### src/rtl/drv_fault_pkg.sv
package drv_fault_pkg;

   // Sticky fault state, one bit per condition.
   typedef struct packed {
      logic oc;
      logic ot;
   } fault_vec_t;

   // Smallest synchronizer depth accepted for the condition flags.
   localparam int unsigned MIN_SYNC_STAGES = 2;

   // Width of a down-counter that must hold the value n.
   function automatic int unsigned cnt_bits(input int unsigned n);
      return (n < 2) ? 1 : $clog2(n + 1);
   endfunction

endpackage

### src/rtl/dfg_sync.sv
module dfg_sync #(
   parameter int unsigned WIDTH  = 2,
   parameter int unsigned STAGES = 2
) (
   input  logic             clk_i,
   input  logic             rst_i,
   input  logic [WIDTH-1:0] d_i,
   output logic [WIDTH-1:0] q_o
);
   import drv_fault_pkg::*;

   logic [WIDTH-1:0] stg_q [STAGES];

   generate
      if (STAGES < MIN_SYNC_STAGES) begin : g_bad_depth
         $error("dfg_sync: STAGES below minimum synchronizer depth");
      end
      if (WIDTH < 1) begin : g_bad_width
         $error("dfg_sync: WIDTH must be at least 1");
      end

      for (genvar s = 0; s < STAGES; s++) begin : g_stage
         if (s == 0) begin : g_first
            always_ff @(posedge clk_i) begin
               if (rst_i) stg_q[s] <= '0;
               else       stg_q[s] <= d_i;
            end
         end else begin : g_next
            always_ff @(posedge clk_i) begin
               if (rst_i) stg_q[s] <= '0;
               else       stg_q[s] <= stg_q[s-1];
            end
         end
      end
   endgenerate

   assign q_o = stg_q[STAGES-1];

endmodule

### src/rtl/dfg_blank_timer.sv
module dfg_blank_timer #(
   parameter int unsigned BLANK_CYC = 1375,
   parameter int unsigned ALIGN     = 2
) (
   input  logic clk_i,
   input  logic rst_i,
   input  logic start_i,
   output logic blank_o
);
   import drv_fault_pkg::*;

   localparam int unsigned CW = cnt_bits(BLANK_CYC);
   localparam logic [CW-1:0] RELOAD = CW'(BLANK_CYC - 1);

   logic          start_al;
   logic [CW-1:0] cnt_q;

   generate
      if (BLANK_CYC < 1) begin : g_bad_blank
         $error("dfg_blank_timer: BLANK_CYC must be at least 1");
      end

      // Delay the strobe by the flag synchronizer depth so the window
      // lines up with the samples taken while the bridge rings.
      if (ALIGN == 0) begin : g_no_align
         assign start_al = start_i;
      end else begin : g_align
         logic [ALIGN-1:0] dly_q;
         for (genvar k = 0; k < ALIGN; k++) begin : g_dly
            if (k == 0) begin : g_head
               always_ff @(posedge clk_i) begin
                  if (rst_i) dly_q[k] <= 1'b0;
                  else       dly_q[k] <= start_i;
               end
            end else begin : g_tail
               always_ff @(posedge clk_i) begin
                  if (rst_i) dly_q[k] <= 1'b0;
                  else       dly_q[k] <= dly_q[k-1];
               end
            end
         end
         assign start_al = dly_q[ALIGN-1];
      end
   endgenerate

   always_ff @(posedge clk_i) begin
      if (rst_i)              cnt_q <= '0;
      else if (start_al)      cnt_q <= RELOAD;
      else if (cnt_q != '0)   cnt_q <= cnt_q - 1'b1;
   end

   assign blank_o = start_al | (cnt_q != '0);

   generate
      if (BLANK_CYC > 1) begin : g_chk

         restart_chk: assert property (@(posedge clk_i) disable iff (rst_i)
            start_al |=> blank_o)
            else $error("blanking window did not continue after a strobe");
      end
   endgenerate

endmodule

### src/rtl/dfg_fault_latch.sv
module dfg_fault_latch (
   input  logic                      clk_i,
   input  logic                      rst_i,
   input  logic                      oc_hit_i,
   input  logic                      ot_hit_i,
   output drv_fault_pkg::fault_vec_t lat_o
);
   import drv_fault_pkg::*;

   fault_vec_t lat_q;

   // Reset has priority: a hit in a reset cycle is dropped.
   always_ff @(posedge clk_i) begin
      if (rst_i) begin
         lat_q <= '0;
      end else begin
         lat_q.oc <= lat_q.oc | oc_hit_i;
         lat_q.ot <= lat_q.ot | ot_hit_i;
      end
   end

   assign lat_o = lat_q;


   sticky_hold_chk: assert property (@(posedge clk_i) disable iff (rst_i)
      (lat_q.oc || lat_q.ot) |=> (lat_q.oc || lat_q.ot))
      else $error("latched fault dropped without reset");


   rst_clear_chk: assert property (@(posedge clk_i)
      rst_i |=> (!lat_q.oc && !lat_q.ot))
      else $error("fault state survived a reset cycle");


   ot_set_chk: assert property (@(posedge clk_i) disable iff (rst_i)
      ot_hit_i |=> lat_q.ot)
      else $error("overheat hit did not latch");

endmodule

### src/rtl/drv_fault_guard.sv
module drv_fault_guard #(
   parameter int unsigned SYNC_STAGES = 2,
   parameter int unsigned BLANK_CYC   = 1375,
   parameter bit          OUT_REG     = 1'b0
) (
   input  logic clk_i,
   input  logic por_i,
   input  logic rst_pin_n_i,
   input  logic pwm_start_i,
   input  logic oc_flag_i,
   input  logic ot_flag_i,
   output logic drive_kill_o,
   output logic fault_oe_o
);
   import drv_fault_pkg::*;

   localparam int unsigned FLAG_W = 2;

   logic              sys_rst;
   logic [FLAG_W-1:0] flag_raw;
   logic [FLAG_W-1:0] flag_s;
   logic              blank;
   logic              oc_hit;
   logic              ot_hit;
   fault_vec_t        lat;
   logic              any_fault;

   assign sys_rst  = por_i | ~rst_pin_n_i;
   assign flag_raw = {oc_flag_i, ot_flag_i};

   dfg_sync #(
      .WIDTH  (FLAG_W),
      .STAGES (SYNC_STAGES)
   ) u_sync (
      .clk_i (clk_i),
      .rst_i (sys_rst),
      .d_i   (flag_raw),
      .q_o   (flag_s)
   );

   dfg_blank_timer #(
      .BLANK_CYC (BLANK_CYC),
      .ALIGN     (SYNC_STAGES)
   ) u_blank (
      .clk_i   (clk_i),
      .rst_i   (sys_rst),
      .start_i (pwm_start_i),
      .blank_o (blank)
   );

   assign oc_hit = flag_s[1] & ~blank;
   assign ot_hit = flag_s[0];

   dfg_fault_latch u_latch (
      .clk_i    (clk_i),
      .rst_i    (sys_rst),
      .oc_hit_i (oc_hit),
      .ot_hit_i (ot_hit),
      .lat_o    (lat)
   );

   assign any_fault = lat.oc | lat.ot;

   generate
      if (OUT_REG) begin : g_out_reg
         logic kill_q;
         always_ff @(posedge clk_i) begin
            if (sys_rst) kill_q <= 1'b0;
            else         kill_q <= any_fault;
         end
         assign drive_kill_o = kill_q;
         assign fault_oe_o   = kill_q;
      end else begin : g_out_comb
         assign drive_kill_o = any_fault;
         assign fault_oe_o   = any_fault;
      end
   endgenerate


   blank_mask_chk: assert property (@(posedge clk_i) disable iff (sys_rst)
      $rose(lat.oc) |-> $past(!blank))
      else $error("overcurrent latched from a blanked sample");


   ot_unmasked_chk: assert property (@(posedge clk_i) disable iff (sys_rst)
      (flag_s[0] && blank) |=> lat.ot)
      else $error("overheat suppressed during blanking");

endmodule

### config.mk
export PLATFORM = sky130hd
export DESIGN_NAME = drv_fault_guard
export DESIGN_NICKNAME = d
export VERILOG_FILES = /design/src/rtl/drv_fault_pkg.sv /design/src/rtl/dfg_sync.sv /design/src/rtl/dfg_blank_timer.sv /design/src/rtl/dfg_fault_latch.sv /design/src/rtl/drv_fault_guard.sv
export SDC_FILE = /design/constraint.sdc
export NUM_CORES = 1
export LEC_CHECK = 0
export ABC_AREA = 1
export BUFFER_PORTS_ARGS = -buffer_cell sky130_fd_sc_hd__buf_2
export CAP_MARGIN = 10
export CELL_PAD_IN_SITES_DETAIL_PLACEMENT = 1
export CELL_PAD_IN_SITES_GLOBAL_PLACEMENT = 2
export CORE_ASPECT_RATIO = 0.7
export CORE_MARGIN = 8
export CORE_UTILIZATION = 34
export DETAILED_ROUTE_END_ITERATION = 8
export PLACE_DENSITY = 0.86
export SETUP_SLACK_MARGIN = 0.2
export SYNTH_ARGS = -nofsm -noshare
export SYNTH_HDL_FRONTEND = slang
export SYNTH_SLANG_ARGS = --single-unit
### constraint.sdc
create_clock -name clk_i -period 2.4 [get_ports clk_i]
set_input_delay 0.24 -clock clk_i [delete_from_list [all_inputs] [get_ports clk_i]]
set_output_delay 0.24 -clock clk_i [all_outputs]
set_load 0.005 [all_outputs]
==> flow_metrics.tcl, run 1 <==
set metrics [dict create \
    status "finished, final reports clean" \
    ys_seq_elements 19 \
    antenna_found_initial 0 \
    synthesis.nets 140 \
    synthCells 132 \
    postSynthAreaPerCell_um2 6.92 \
    cp_max_fo 7 \
    vias 818 \
    reg2reg_slack_ns 0.85 \
    final_core_util 0.408 \
    core_mm2 0.00251 \
    synthArstFlopShare 0 \
    synth_edf_count 0 \
    cap_violations 0 \
    period_needed_ns 1.55 \
    yosysTopAreaCell "dfxtp_1" \
    start_kind "register" \
    setup_violations 0 \
    p_clk_frac 0.146 \
    syn_area_um2 913 \
    postCtsResizedCells 0 \
    dp_hpwl_um 1810 \
    routed_wl_um 2280 \
    power_frac_comb 0.560 \
    gr-usage-all-layers 0.109 \
    finalPower_uw 1560 \
    critPathRequiredTime_ns 2.56 \
    die_x_um 78.0 \
    gp_congestion 0.829 \
    max_freq_mhz 647 \
    slew_viol_final 0 \
    initial_core_util 0.363 \
    wire_per_inst_um 13.0 \
    timing.setup.tns_ns 0 \
    ir_drop_mv 0.444 \
    clock_sinks 19 \
    vias_per_cell 4.67 \
    clock_latency_ns 0.26 \
    final_layout_size_suffix_gt1_frac 0.156 \
    grt_pass1_wl_um 4000 \
    critPathKind "reg -> reg" \
    dr.pass1.iters 4 \
    pre_cts_slack_ns 0.905 \
    hold_class "in -> reg" \
    p_int_uw 801 \
    die_h_um 59.4 \
    cts_tree "yes" \
    power_density_mw_per_mm2 1520 \
    finalClockSkew_ns 0.00140 \
    die-area_mm2 0.00463 \
    endpoint_kind "register" \
    switchingPower_uw 755 \
    syn2layout_area_growth_pct 12.3 \
    netlist.area_leader.share 0.416 \
    grt_max_degree 16 \
    pin_count 8 \
    drt_iter0_drc 43 \
    yosys.cell_count.top_type "nor2_1" \
    ys_top_cells_by_area "dfxtp_1 (42%), nor2_1 (9.9%), inv_1 (9.5%)" \
    clk_path_buf_depth 2 \
    cts_buffers 3 \
    hold_violations 0 \
    ys_top_cells_by_count "nor2_1 (24), inv_1 (23), nand2_1 (22)" \
    setup_ws_ns 0.853 \
    finalNetCount 150 \
    nFillCells 346 \
    synthFlopType "dfxtp_1" \
    rsz0062_at_grt "no" \
    switching_share 0.485 \
    n_antenna_cell 0 \
    yosysUniqueCellTypes 21 \
    seq_power_share 0.294 \
    arrival_ns 1.71 \
    gr-total-overflow 0 \
    ys_warn_count 0 \
    seq_area_frac_synth 0.416 \
    drcViolationCount 0 \
    worstMarginPinSlew_ns 0.484 \
    rows 15 \
    fin_crit_sh 0.644 \
    cts_setup_buffers 0 \
    p_leak_uw 0.000495 \
    cts_hold_buf 0 \
    slew_headroom 0.677 \
    clk_pin_slew_ns 0.07 \
    grt_pass1_vias 855 \
    ant_nets 0 \
    portBuffers 7 \
    htreeDepth 1 \
    cts_root_buf "clkbuf_8" \
]
-- worst paths after layout --
path | startpoint | to | cells past startpoint
max | u_blank.cnt_q[0] | u_blank.cnt_q[10] | 9
min | pwm_start_i | u_blank.g_align.dly_q[0] | 3
min reg2reg | u_blank.g_align.dly_q[0] | u_blank.start_al | 2
max reg2reg | u_blank.cnt_q[0] | u_blank.cnt_q[10] | 9
-- critical path, cell delays in order (launching register included) --
cell	delay, ns
dfxtp_1	0.33
inv_1	0.18
ha_1	0.27
inv_1	0.07
nor2_1	0.24
nand3_1	0.11
nand2_1	0.07
nand3_1	0.07
nand2_1	0.07
inv_1	0.03
-- cells in the final DEF (no fill, tap or decap) --
cell type / synthesis / routed
nor2_1: 24 / 24
inv_1: 23 / 23
nand2_1: 22 / 22
dfxtp_1: 19 / 19
nand3_1: 12 / 12
a21oi_1: 9 / 9
buf_2: 0 / 7
nor2_2: 5 / 5
o21ai_0: 3 / 3
clkbuf_8: 0 / 3
nand3_2: 2 / 2
ha_1: 2 / 2
or2_2: 1 / 1
nand2_4: 1 / 1
nor2_4: 1 / 1
nand3b_1: 1 / 1
inv_2: 1 / 1
nor4_1: 1 / 1
nor3_1: 1 / 1
xor2_1: 1 / 1
nand4_1: 1 / 1
clkinv_2: 0 / 1
-- metal layers --
metal  global-route usage  vias up  wire length (um)
li1                     -      423                 -
met1                0.137      384              1170
met2                0.171        9              1020
met3               0.0364        2                66
met4               0.0394        0                19
met5                    0        -                 0
-- layout make-up --
type	count	area (um^2)	area share
Clock buffer	3	41.3	0.0402
Clock inverter	1	5.00	0.00488
Inverter	24	90.1	0.0878
Multi-Input combinational cell	87	432	0.421
Sequential cell	19	380	0.371
Tap cell	34	42.5	0.0415
Timing Repair Buffer	7	35.0	0.0341
-- flip-flops by register name, indices dropped and copies added (netlist names) --
signal	count
u_blank.cnt_q	11
u_blank.g_align.dly_q	1
u_blank.start_al	1
u_latch.lat_o	2
u_sync.stg_q	4
-- logic make-up (layout without fill, tap and decap cells) --
logic type / count (synthesis) / count (layout) / share of synthesized area
adder cells (fa/ha/maj): 2 / 2 / 0.0274
AND/OR/NAND/NOR: 72 / 72 / 0.370
AO/OA/AOI/OAI: 12 / 12 / 0.0657
flip-flops: 19 / 19 / 0.416
buffers and inverters: 26 / 35 / 0.111
XOR/XNOR: 1 / 1 / 0.00959
-- power by group through the flow --
stage          logic, uW  clock network, uW  registers, uW
2_1_floorplan        692                  0            439
3_3_place_gp         848                  0            458
3_5_place_dp         866                  0            461
4_1_cts              877                238            455
5_1_grt              996                247            467
6_report             872                227            457
-- stage by stage --
stage / instance area (um^2) / cells / hold slack [ns]
floorplan: 913 / 132 / 0.352
global placement: 980 / 171 / 0.399
detailed placement: 980 / 171 / 0.401
CTS: 1030 / 175 / 0.188
global route: 1030 / 175 / 0.191
finish: 1030 / 175 / 0.189
Note: power is estimated with default switching activity, not from simulation.
==> run 2, diff against run 1 <==
Settings changed: CORE_UTILIZATION 34 to 28, PLACE_DENSITY 0.86 to 0.77.
Clock period 2.4 ns to 1.4 ns, I/O delays scaled along.
==> run 2 against run 1 <==
Effect of this change:
- combinational power is 150% higher
- fmax grew 24%
- routed wire length grew 14%
- clock skew grew 0.0013 ns
- die area grew 16%
- cell count increased by 7.4%
- core utilization shrank 1.2 points
- critical path depth shrank 5
==> flow_metrics.tcl, run 2 (synthesis results as in run 1) <==
set metrics [dict create \
    status "finished, final reports clean" \
    critPathKind "reg -> reg" \
    antenna_found_initial 0 \
    pin_count 8 \
    timing.setup.tns_ns 0 \
    arrival_ns 1.39 \
    ant_nets 0 \
    cts_hold_buf 0 \
    slowest_delay_ns 0.38 \
    core_mm2 0.00313 \
    mostFrequentLayoutCells "inv_1 (19), nor2_1 (19), nand2_1 (19)" \
    drcViolationCount 0 \
    slew_viol_final 0 \
    fin_crit_sh 0.890 \
    vias 858 \
    cts_tree "yes" \
    grt_pass1_wl_um 4330 \
    clock_latency_ns 0.26 \
    finalClockSkew_ns 0.00272 \
    nFillCells 394 \
    slew_headroom 0.759 \
    p_leak_uw 0.000569 \
    cap_violations 0 \
    hold_violations 0 \
    n_antenna_cell 0 \
    largest_reg_flops 11 \
    setup_violations 0 \
    power_density_mw_per_mm2 2730 \
    critPathSlowestCell "dfxtp_1" \
    final_layout_size_suffix_gt1_frac 0.373 \
    cts_root_buf "clkbuf_8" \
    dp_hpwl_um 1920 \
    finalNetCount 159 \
    portBuffers 7 \
    htreeDepth 1 \
    dr.pass1.iters 4 \
    vias_per_cell 4.56 \
    rsz0062_at_grt "yes" \
    critPathRequiredTime_ns 1.54 \
    cp_max_fo 7 \
    syn2layout_area_growth_pct 35.5 \
    endpoint_kind "register" \
    ir_drop_mv 0.895 \
    die_h_um 63.8 \
    cts_buffers 3 \
    start_kind "register" \
    drt_iter0_drc 20 \
    worstPathCellList "nor3_1 > nand3_4 > nand3_1 > a21oi_1" \
    initial_core_util 0.292 \
    gr-total-overflow 0 \
    final_area_mm2 0.00124 \
    gr-usage-all-layers 0.101 \
    rows 17 \
    worstMarginPinSlew_ns 0.359 \
    placed_area_mm2 0.00101 \
    clk_pin_slew_ns 0.07 \
    clk_path_buf_depth 2 \
    grt_max_degree 12 \
    period_needed_ns 1.25 \
    routed_wl_um 2600 \
    wire_per_inst_um 13.8 \
    gp_congestion 0.838 \
    hold_class "in -> reg" \
    die-area_mm2 0.00537 \
    die_x_um 84.3 \
    grt_pass1_vias 865 \
    max_freq_mhz 803 \
    clock_sinks 19 \
    largest_register "u_blank.cnt_q" \
    final_core_util 0.396 \
]
[run 2: worst paths after layout]
path                      start                  endpoint  slack, ns  cells past startpoint
min                 pwm_start_i  u_blank.g_align.dly_q[0]       0.08                      3
min reg2reg  u_sync.stg_q[0][0]        u_sync.stg_q[1][0]       0.41                      2
max reg2reg   u_blank.cnt_q[10]          u_blank.cnt_q[2]       0.15                      4
max           u_blank.cnt_q[10]          u_blank.cnt_q[2]       0.15                      4
[run 2: timing repair]
item / CTS / global route
resized for setup: 22 / 17
endpoints found under the setup margin: 12 / 12
setup buffers: 5 / 1
pin swaps: 8 / 12
[run 2: stage by stage]
step	total power, uW	hold WS, ns	cells	setup slack, ns
after global routing	3660	0.0866	188	0.0569
after floorplan	1950	0.252	132	0.211
after detailed placement	2370	0.363	178	-0.0818
final	3380	0.0832	188	0.154
after global placement	2320	0.357	178	-0.0477
after CTS	3200	0.0739	187	0.109
[run 2: area by class of cell]
class	count	area, um^2	share of cell area
clock inverters	1	5.00	0.00404
clock buffers	3	41.3	0.0334
repair buffers	16	103	0.0829
well taps	38	47.5	0.0384
flip-flops and latches	19	387	0.312
inverters	24	100	0.0809
multi-input cells	87	554	0.448
[run 2: power breakdown]
group | total, uW | switching [uW] | leakage, uW | internal, uW
registers | 815 | 149 | 0.000156 | 666
logic | 2170 | 1300 | 0.000387 | 869
clock network | 394 | 195 | 0.0000255 | 198
total | 3380 | 1650 | 0.000569 | 1730
[run 2: worst max-delay path, delay by kind of cell, from the launching register on]
family          cells  cell delay, ns
compound gates      1            0.06
flops               1            0.38
simple gates        3            0.68
[run 2: per-layer routing]
| metal | up-vias | global-route usage | wire length (um) |
|---|---|---|---|
| li1 | 443 | - | - |
| met4 | 0 | 0.0322 | 31 |
| met1 | 406 | 0.131 | 1340 |
| met3 | 4 | 0.0342 | 71 |
| met5 | - | 0 | 0 |
| met2 | 5 | 0.153 | 1160 |
==> run 3, diff against run 2 <==
Settings changed: ABC_CLOCK_PERIOD_IN_PS set to 1500, CORE_UTILIZATION 28 to 34, PLACE_DENSITY 0.77 to 0.86.
Clock period 1.4 ns to 1.5 ns, I/O delays scaled along.
==> run 3 against run 2 <==
Effect of this change:
- clock power decreased by 9.1%
- worst setup slack improved by 0.11 ns
- hold slack improved by 0.017 ns
- register-to-register slack improved by 0.11 ns
- highest routed layer unchanged
- total power decreased by 11%
- combinational power decreased by 12%
- fmax increased by 0.69%
- first-iteration DRC count increased by 110%
- design area decreased by 4.7%
==> flow_metrics.tcl, run 3 (synthesis results as in run 1) <==
set metrics [dict create \
    seq_power_share 0.249 \
    pin_count 8 \
    cts_tree "yes" \
    antenna_found_initial 0 \
    vias_per_cell 4.78 \
    final_common_cell "nand2_1" \
    htreeDepth 1 \
    setup_violations 0 \
    finalNetCount 155 \
    gp_congestion 0.827 \
    vias 860 \
    clk_path_buf_depth 2 \
    switching_share 0.492 \
    syn2layout_area_growth_pct 29.2 \
    clock_latency_ns 0.26 \
    arrival_ns 1.44 \
    critPathKind "reg -> reg" \
    gr-usage-all-layers 0.109 \
    cp_max_fo 4 \
    cts_buffers 3 \
    slew_headroom 0.747 \
    gr-total-overflow 0 \
    busiest_layer "met2" \
    die-area_mm2 0.00463 \
    grt_pass1_vias 832 \
    timing.setup.tns_ns 0 \
    cts_hold_buf 0 \
    crit_end "u_latch.lat_o[1]" \
    final_area_mm2 0.00118 \
    dr.pass1.iters 2 \
    largest_reg_flops 11 \
    status "finished, final reports clean" \
    grtUsageMet3 0.0379 \
    largest_register "u_blank.cnt_q" \
    hold_violations 0 \
    final-seq-area_um2 385 \
    routed_wl_um 2530 \
    wire_per_inst_um 14.1 \
    final_layout_size_suffix_gt1_frac 0.322 \
    worstSetupStartpoint "u_blank.cnt_q[0]" \
    multi_input_area_um2 537 \
    n_antenna_cell 0 \
    clock_sinks 19 \
    worstRegToRegCells 8 \
    use_met1 0.140 \
    endpoint_kind "register" \
    mostFrequentLayoutCells "nand2_1 (21), nor2_1 (20), inv_1 (19)" \
    grt_max_degree 13 \
    die_x_um 78.0 \
    finalClockSkew_ns 0.00883 \
    rows 15 \
    p_leak_uw 0.000538 \
    rsz0062_at_grt "no" \
    slew_viol_final 0 \
    met2_usage 0.161 \
    p_int_uw 1530 \
    cap_violations 0 \
    fin_crit_sh 0.825 \
    core_mm2 0.00251 \
    power_frac_comb 0.631 \
    initial_core_util 0.363 \
    worstMarginPinSlew_ns 0.377 \
    period_needed_ns 1.24 \
    ir_drop_mv 0.765 \
    r2r_start "u_blank.cnt_q[0]" \
    ant_nets 0 \
    placed_area_um2 995 \
    drcViolationCount 0 \
    die_h_um 59.4 \
    dp_hpwl_um 1820 \
    switchingPower_uw 1480 \
    start_kind "register" \
    reg2reg_to "u_latch.lat_o[1]" \
    finalPower_uw 3010 \
    power_density_mw_per_mm2 2550 \
    placed_cells 173 \
    grt_pass1_wl_um 4000 \
    drt_iter0_drc 42 \
    nFillCells 319 \
    cts_root_buf "clkbuf_8" \
    reg2reg_slack_ns 0.26 \
    p_clk_frac 0.119 \
    clk_pin_slew_ns 0.08 \
    hold_class "in -> reg" \
    max_freq_mhz 808 \
    stdcell_count 180 \
    critPathRequiredTime_ns 1.70 \
    portBuffers 7 \
]
[run 3: power by group through the flow]
stage / logic, uW / clock network, uW / registers [uW]
2_1_floorplan: 1110 / 0 / 702
3_3_place_gp: 1390 / 0 / 729
3_5_place_dp: 1420 / 0 / 733
4_1_cts: 1530 / 372 / 721
5_1_grt: 2090 / 393 / 765
6_report: 1900 / 358 / 750
[run 3: layer usage]
metal	routed length (um)	vias to the layer above
li1	-	436
met1	1250	414
met2	1190	6
met3	69	4
met4	17	0
met5	0	-
[run 3: worst min path at each step]
stage / start / endpoint / slack [ns] / depth (start not counted)
final: ot_flag_i / u_sync.stg_q[0][0] / 0.1 / 3
after global placement: oc_flag_i / u_sync.stg_q[0][1] / 0.36 / 3
after CTS: pwm_start_i / u_blank.g_align.dly_q[0] / 0.1 / 3
after global routing: ot_flag_i / u_sync.stg_q[0][0] / 0.10 / 3
after floorplan: pwm_start_i / u_blank.g_align.dly_q[0] / 0.26 / 2
after detailed placement: pwm_start_i / u_blank.g_align.dly_q[0] / 0.37 / 3
[run 3: area by class of cell]
class / count / area share
multi-input cells: 87 / 0.455
flip-flops and latches: 19 / 0.327
clock buffers: 4 / 0.0382
repair buffers: 12 / 0.0615
well taps: 34 / 0.0361
inverters: 24 / 0.0827
[run 3: worst max-delay path, cell delays in order, from the launching register on]
cell	delay [ns]
dfxtp_4	0.36
inv_4	0.08
ha_4	0.13
inv_4	0.04
nor2_4	0.09
nand3_4	0.10
nor2_4	0.17
nand3_2	0.09
a21oi_2	0.13
[run 3: metrics by stage]
step | setup WS [ns] | hold WS, ns | util
CTS | 0.200 | 0.0983 | 0.424
global placement | 0.194 | 0.364 | 0.396
finish | 0.263 | 0.0997 | 0.469
detailed placement | 0.0811 | 0.374 | 0.396
global route | 0.188 | 0.103 | 0.469
floorplan | 0.218 | 0.262 | -
[run 3: repair_timing]
| action | in CTS | in global routing |
|---|---|---|
| pin swaps | 2 | 10 |
| hold endpoints to repair | 0 | 0 |
| buffers inserted | 2 | 1 |
| endpoints found under the setup margin | 4 | 10 |
| resized for setup | 6 | 27 |
